## config.mk

```make
export PLATFORM = sky130hd
export DESIGN_NAME = min2_search
export DESIGN_NICKNAME = d
export VERILOG_FILES = /design/src/rtl/m2s_pkg.sv /design/src/rtl/m2s_node.sv /design/src/rtl/m2s_reduce.sv /design/src/rtl/min2_search.sv
export SDC_FILE = /design/constraint.sdc
export NUM_CORES = 1
export LEC_CHECK = 0
export ABC_AREA = 1
export BUFFER_PORTS_ARGS = -buffer_cell sky130_fd_sc_hd__buf_2
export CAP_MARGIN = 20
export CORE_UTILIZATION = 35
export CTS_CLUSTER_SIZE = 14
export DETAILED_ROUTE_END_ITERATION = 7
export RECOVER_POWER = 25
export SETUP_SLACK_MARGIN = 0.3
export SLEW_MARGIN = 20
export SYNTH_ARGS = -nofsm -noshare
export SYNTH_HDL_FRONTEND = slang
export SYNTH_SLANG_ARGS = --single-unit
```

## constraint.sdc

```tcl
create_clock -name clk -period 11.96 [get_ports clk]
set_input_delay 1.196 -clock clk [delete_from_list [all_inputs] [get_ports clk]]
set_output_delay 1.196 -clock clk [all_outputs]
set_load 0.03 [all_outputs]
```

## src/rtl/m2s_pkg.sv

```systemverilog
package m2s_pkg;
  // Default geometry: 6-bit magnitudes, 2^3 = 8 inputs per search.
  localparam int unsigned DEF_W = 6;
  localparam int unsigned DEF_M = 3;

  // Tie rule: the left (lower-position) operand wins unless the right one
  // is strictly smaller.
  function automatic logic right_wins(input logic [31:0] left_v, input logic [31:0] right_v);
    return right_v < left_v;
  endfunction
endpackage

```

## src/rtl/m2s_node.sv

```systemverilog
module m2s_node #(
  parameter int unsigned W    = m2s_pkg::DEF_W,
  parameter int unsigned M    = m2s_pkg::DEF_M,
  parameter int unsigned SLOT = 0
) (
  input  logic [W-1:0]   a_val,
  input  logic [M-1:0]   a_idx,
  input  logic [M*W-1:0] a_cand,
  input  logic [W-1:0]   b_val,
  input  logic [M-1:0]   b_idx,
  input  logic [M*W-1:0] b_cand,
  output logic [W-1:0]   o_val,
  output logic [M-1:0]   o_idx,
  output logic [M*W-1:0] o_cand
);
  localparam logic [M*W-1:0] SLOT_MASK = {{(M*W-W){1'b0}}, {W{1'b1}}} << (SLOT*W);

  logic           pick_b;
  logic [W-1:0]   loser;
  logic [M-1:0]   win_idx;
  logic [M*W-1:0] win_cand;
  logic [M*W-1:0] loser_in_slot;

  always_comb begin
    pick_b   = m2s_pkg::right_wins(32'(a_val), 32'(b_val));
    o_val    = pick_b ? b_val  : a_val;
    loser    = pick_b ? a_val  : b_val;
    win_idx  = pick_b ? b_idx  : a_idx;
    win_cand = pick_b ? b_cand : a_cand;
    // The slot for this level is still all ones in the winner's list, so an
    // AND drops the loser in without disturbing lower-level entries.
    loser_in_slot = ((M*W)'(loser) << (SLOT*W)) | ~SLOT_MASK;
    o_cand   = win_cand & loser_in_slot;
    o_idx    = win_idx | (M'(pick_b) << SLOT);
  end

  always_comb begin
    AST_NODE_PICK: assert (o_val <= loser);
  end
endmodule

```

## src/rtl/m2s_reduce.sv

```systemverilog
module m2s_reduce #(
  parameter int unsigned W = m2s_pkg::DEF_W,
  parameter int unsigned M = m2s_pkg::DEF_M
) (
  input  logic [M*W-1:0] cand,
  output logic [W-1:0]   min_out
);
  logic [W-1:0] chain [M];

  assign chain[0] = cand[W-1:0];

  genvar s;
  generate
    for (s = 1; s < M; s++) begin : g_step
      assign chain[s] = (cand[s*W +: W] < chain[s-1]) ? cand[s*W +: W] : chain[s-1];
    end
  endgenerate

  assign min_out = chain[M-1];

  always_comb begin
    for (int c = 0; c < M; c++) begin
      AST_CAND_FLOOR: assert (min_out <= cand[c*W +: W]);
    end
  end
endmodule

```

## src/rtl/min2_search.sv

```systemverilog
module min2_search #(
  parameter int unsigned W       = m2s_pkg::DEF_W,
  parameter int unsigned M       = m2s_pkg::DEF_M,
  parameter bit          REG_OUT = 1'b1,
  localparam int unsigned K      = 1 << M,
  localparam int unsigned NODES  = 2*K - 1
) (
  input  logic           clk,
  input  logic           rst_n,
  input  logic           in_valid,
  output logic           in_ready,
  input  logic [K*W-1:0] in_data,
  output logic           out_valid,
  input  logic           out_ready,
  output logic [W-1:0]   out_min1,
  output logic [W-1:0]   out_min2,
  output logic [M-1:0]   out_idx
);
  // Heap-ordered tree: node j has children 2j+1 (left, lower positions) and
  // 2j+2; leaves sit at K-1 .. 2K-2 in input order.
  logic [W-1:0]   t_val  [NODES];
  logic [M-1:0]   t_idx  [NODES];
  logic [M*W-1:0] t_cand [NODES];

  logic [W-1:0] c_min1;
  logic [W-1:0] c_min2;
  logic [M-1:0] c_idx;

  genvar i, d, t;
  generate
    for (i = 0; i < K; i++) begin : g_leaf
      assign t_val [K-1+i] = in_data[i*W +: W];
      assign t_idx [K-1+i] = '0;
      assign t_cand[K-1+i] = '1;
    end

    for (d = 0; d < M; d++) begin : g_depth
      for (t = 0; t < (1 << d); t++) begin : g_node
        localparam int unsigned J = (1 << d) - 1 + t;
        m2s_node #(.W(W), .M(M), .SLOT(M-1-d)) u_node (
          .a_val (t_val [2*J+1]),
          .a_idx (t_idx [2*J+1]),
          .a_cand(t_cand[2*J+1]),
          .b_val (t_val [2*J+2]),
          .b_idx (t_idx [2*J+2]),
          .b_cand(t_cand[2*J+2]),
          .o_val (t_val [J]),
          .o_idx (t_idx [J]),
          .o_cand(t_cand[J])
        );
      end
    end
  endgenerate

  m2s_reduce #(.W(W), .M(M)) u_reduce (
    .cand   (t_cand[0]),
    .min_out(c_min2)
  );

  assign c_min1 = t_val[0];
  assign c_idx  = t_idx[0];

  generate
    if (REG_OUT) begin : g_reg
      logic         v_q;
      logic [W-1:0] m1_q, m2_q;
      logic [M-1:0] ix_q;

      assign in_ready = !v_q || out_ready;

      always_ff @(posedge clk) begin
        if (!rst_n) begin
          v_q <= 1'b0;
        end else if (in_ready) begin
          v_q <= in_valid;
        end
      end

      always_ff @(posedge clk) begin
        if (in_valid && in_ready) begin
          m1_q <= c_min1;
          m2_q <= c_min2;
          ix_q <= c_idx;
        end
      end

      assign out_valid = v_q;
      assign out_min1  = m1_q;
      assign out_min2  = m2_q;
      assign out_idx   = ix_q;

      AST_TAKE_SHOWS: assert property (@(posedge clk) disable iff (!rst_n)
        in_valid && in_ready |=> out_valid);
      AST_STALL_HOLD: assert property (@(posedge clk) disable iff (!rst_n)
        out_valid && !out_ready |=> out_valid && $stable(out_min1) && $stable(out_min2) && $stable(out_idx));
    end else begin : g_comb
      assign in_ready  = out_ready;
      assign out_valid = in_valid;
      assign out_min1  = c_min1;
      assign out_min2  = c_min2;
      assign out_idx   = c_idx;
    end
  endgenerate

  AST_ROOT_HITS: assert property (@(posedge clk) disable iff (!rst_n)
    in_valid |-> in_data[c_idx*W +: W] == c_min1);
  AST_MIN_ORDER: assert property (@(posedge clk) disable iff (!rst_n)
    out_valid |-> out_min1 <= out_min2);
  AST_RESET_IDLE: assert property (@(posedge clk)
    !rst_n && REG_OUT |=> !out_valid);
endmodule

```

==> flow_summary.yaml <==
die:
  fp.dieW_um: 99.6
  ioPinCount: 69
  start_util: 0.361
  dieArea_um2: 9930
  core_um2: 9240
  rows: 35
  die_y_um: 99.6
place:
  gp_congestion: 0.898
  dp.cells: 738
  dpl.hpwl_um: 7510
  io_buffers: 68
cells_and_area:
  final_util: 0.410
  drive_gt1_frac: 0.206
  syn_to_final_growth_pct: 13.5
  fin_cells: 742
  antenna_cells: 0
  nets: 705
pwr:
  internal_power_w: 0.000444
  pwr-share-clk: 0.036
  p_sw_frac: 0.586
  p_sw_w: 0.000629
  leakagePower_nw: 2.04
  powerDensity_nw_per_um2: 283
  power_frac_seq: 0.120
  power_frac_comb: 0.844
  peakVddDrop_uv: 207
yosys:
  yosys-top-cells-count: "198 x nand2_1, 70 x inv_1, 67 x o21ai_0"
  synthAdderAreaFrac: 0.146
  ys_seq_area_frac: 0.141
  synth_top_family_by_area: "simple AND/OR/NAND/NOR gates"
  synthMuxAreaShare: 0
  ys.flop_type: "edfxtp_1"
  ys_ff_latch: 16
  yosysMostFrequentCell: "nand2_1"
  synth_xor_area_frac: 0
  synth-edff-count: 15
  yosys.area_share.simple: 0.375
  avgSynthCellArea_um2: 5.98
  syn_nets: 649
  synth_area_leaders: "nand2_1 22%, ha_1 15%, edfxtp_1 13%, o21ai_0 10%, inv_1 7.9%"
  syn_area_um2: 3340
  ys_types: 35
  synth_compound_area_frac: 0.212
  syn_inst: 558
  ys_async_sr_fraction: 0
  synth_top_area_frac: 0.223
  yosys_warnings: 0
  synth_top_area_cell: "nand2_1"
clock_network:
  clkTransAtPathRegs_ns: 0.06
  post_cts.repair.setup_buffers: 0
  cts_resized: 0
  clk_latency_ns: 0.24
  cts_buffer_depth: 2
  cts_tree: "done"
  clock-sinks: 16
  h-tree-depth: 1
  cts_buffers: 3
  cts_root_buffer: "clkbuf_8"
  cts_hold_buf: 0
routing:
  viasPerCell: 4.80
  dr.pass1.iters: 4
  routed_wl_um: 8630
  ant_nets: 0
  drt_iter0_drc: 143
  drc: 0
  vias: 3561
  wl_per_cell_um: 11.6
outcome:
  status: "finished clean"
worst_setup_path:
  crit_path_end_kind: "register"
  path_buf_inv: 5
  start_kind: "input pin"
  cp.required_ns: 11.96
  critical_path.max_stage_delay_ns: 0.69
  slowest_stage: "a211oi_1"
  arrival_ns: 8.08
  cp_max_fo: 45
  cpMostUsedCell: "ha_1"
  cp_top_family: "compound AO/OA/AOI/OAI gates"
  worstSetupPathType: "in -> reg"
min_path:
  hold_path_class: "reg -> reg"
sta:
  max_freq_ghz: 0.124
  period_needed_ns: 8.08
  hold_viol: 0
  finalMaxSlewViolations: 0
  fin_setup_tns_ns: 0
  rsz0062_at_grt: "no"
  tightest_slew_ns: 0.877
  fin_crit_sh: 0.675
  skew_ns: 0.00414
  setup_viol: 0
  relSlewSlack: 0.412
job:
  maxCapViolCount: 0
global_route:
  grt_start_max_net_pins: 46
  grt_pass1_wl_um: 14400
  track_usage: 0.179
  grt_pass1_vias: 3268
  antenna_found_initial: 0
  grt.overflow.total: 0
## sequential cells by signal, summed over array words and instances (netlist names)
signal and flops:
out_min1 6, out_min2 6, out_idx 3, out_valid 1
## per-layer routing
layer,up-vias,GRT usage,share of wire
li1,1921,-,-
met1,1565,0.223,0.48
met2,66,0.334,0.49
met3,9,0.0119,0.024
met4,0,0.0407,0.012
met5,-,0,0
## cell families after synthesis
logic type                 after synthesis
AOI/OAI and AO/OA                      121
adders and majority gates               39
buffers and inverters                  103
DFF                                     16
and+or+nand+nor                        279
## path summary, 6_finish.rpt
| check | startpoint | to | slack, ns | cells after the start |
|---|---|---|---|---|
| worst min register to register | out_valid$_SDFFE_PN0N_ | out_valid$_SDFFE_PN0N_ | 0.51 | 2 |
| worst max register to register | out_valid$_SDFFE_PN0N_ | out_min1[5]$_DFFE_PP_ | 10.56 | 2 |
| worst min-delay path | out_valid$_SDFFE_PN0N_ | out_valid$_SDFFE_PN0N_ | 0.51 | 2 |
| worst max-delay path | in_data[29] | out_min2[2]$_DFFE_PP_ | 3.88 | 34 |
## power by group through the flow
stage	clock network (W)	registers [W]	logic (W)
4_1_cts	0.0000406	0.000129	0.000909
6_report	0.0000390	0.000129	0.000905
2_1_floorplan	0	0.000183	0.000682
3_5_place_dp	0	0.000130	0.000906
3_3_place_gp	0	0.000130	0.000881
5_1_grt	0.0000432	0.000131	0.00104
## area by class of cell
type	count	area (um^2)
Inverter	85	319
Sequential cell	16	470
Fill cell	1016	5450
Clock inverter	1	3.75
Tap cell	129	161
Timing Repair Buffer	69	344
Multi-Input combinational cell	439	2450
Clock buffer	3	41.3
## worst min-delay path: stages (launching register included)
cell	delay [ns]
dfxtp_1	0.32
nand2_1	0.08
a21boi_0	0.07
## cells in the final DEF (no fill, tap or decap), types with 2 or more instances in the layout
master    Yosys  routed
nor2_2        5       5
nand2_1     198     198
nand3b_1      4       4
inv_1        70      70
a31oi_1       2       2
a21o_1        3       3
nand3_1      25      25
a21oi_2       2       2
buf_2         5      68
clkbuf_8      0       3
nand2_2      17      17
nor2_4        3       3
o21bai_1      2       2
edfxtp_1     15      15
nand2_4       6       6
nor2_1       16      16
o21ai_0      67      67
nand3_2       3       3
o211ai_1     16      16
o21ai_1      11      11
o21ai_2       2       2
ha_1         39      39
clkinv_1      1       2
inv_2        14      14
a21oi_1      11      11
## metrics by stage
step / setup slack, ns / hold WS [ns] / power [W] / area [um^2]
after floorplan: 4.32 / 0.861 / 0.000865 / 3340
after global placement: 4.00 / 0.487 / 0.00101 / 3750
after detailed placement: 3.71 / 0.509 / 0.00104 / 3750
after CTS: 3.95 / 0.517 / 0.00108 / 3790
after global routing: 3.21 / 0.553 / 0.00121 / 3790
final: 3.88 / 0.508 / 0.00107 / 3790
Note: power is estimated with default switching activity, not from simulation.
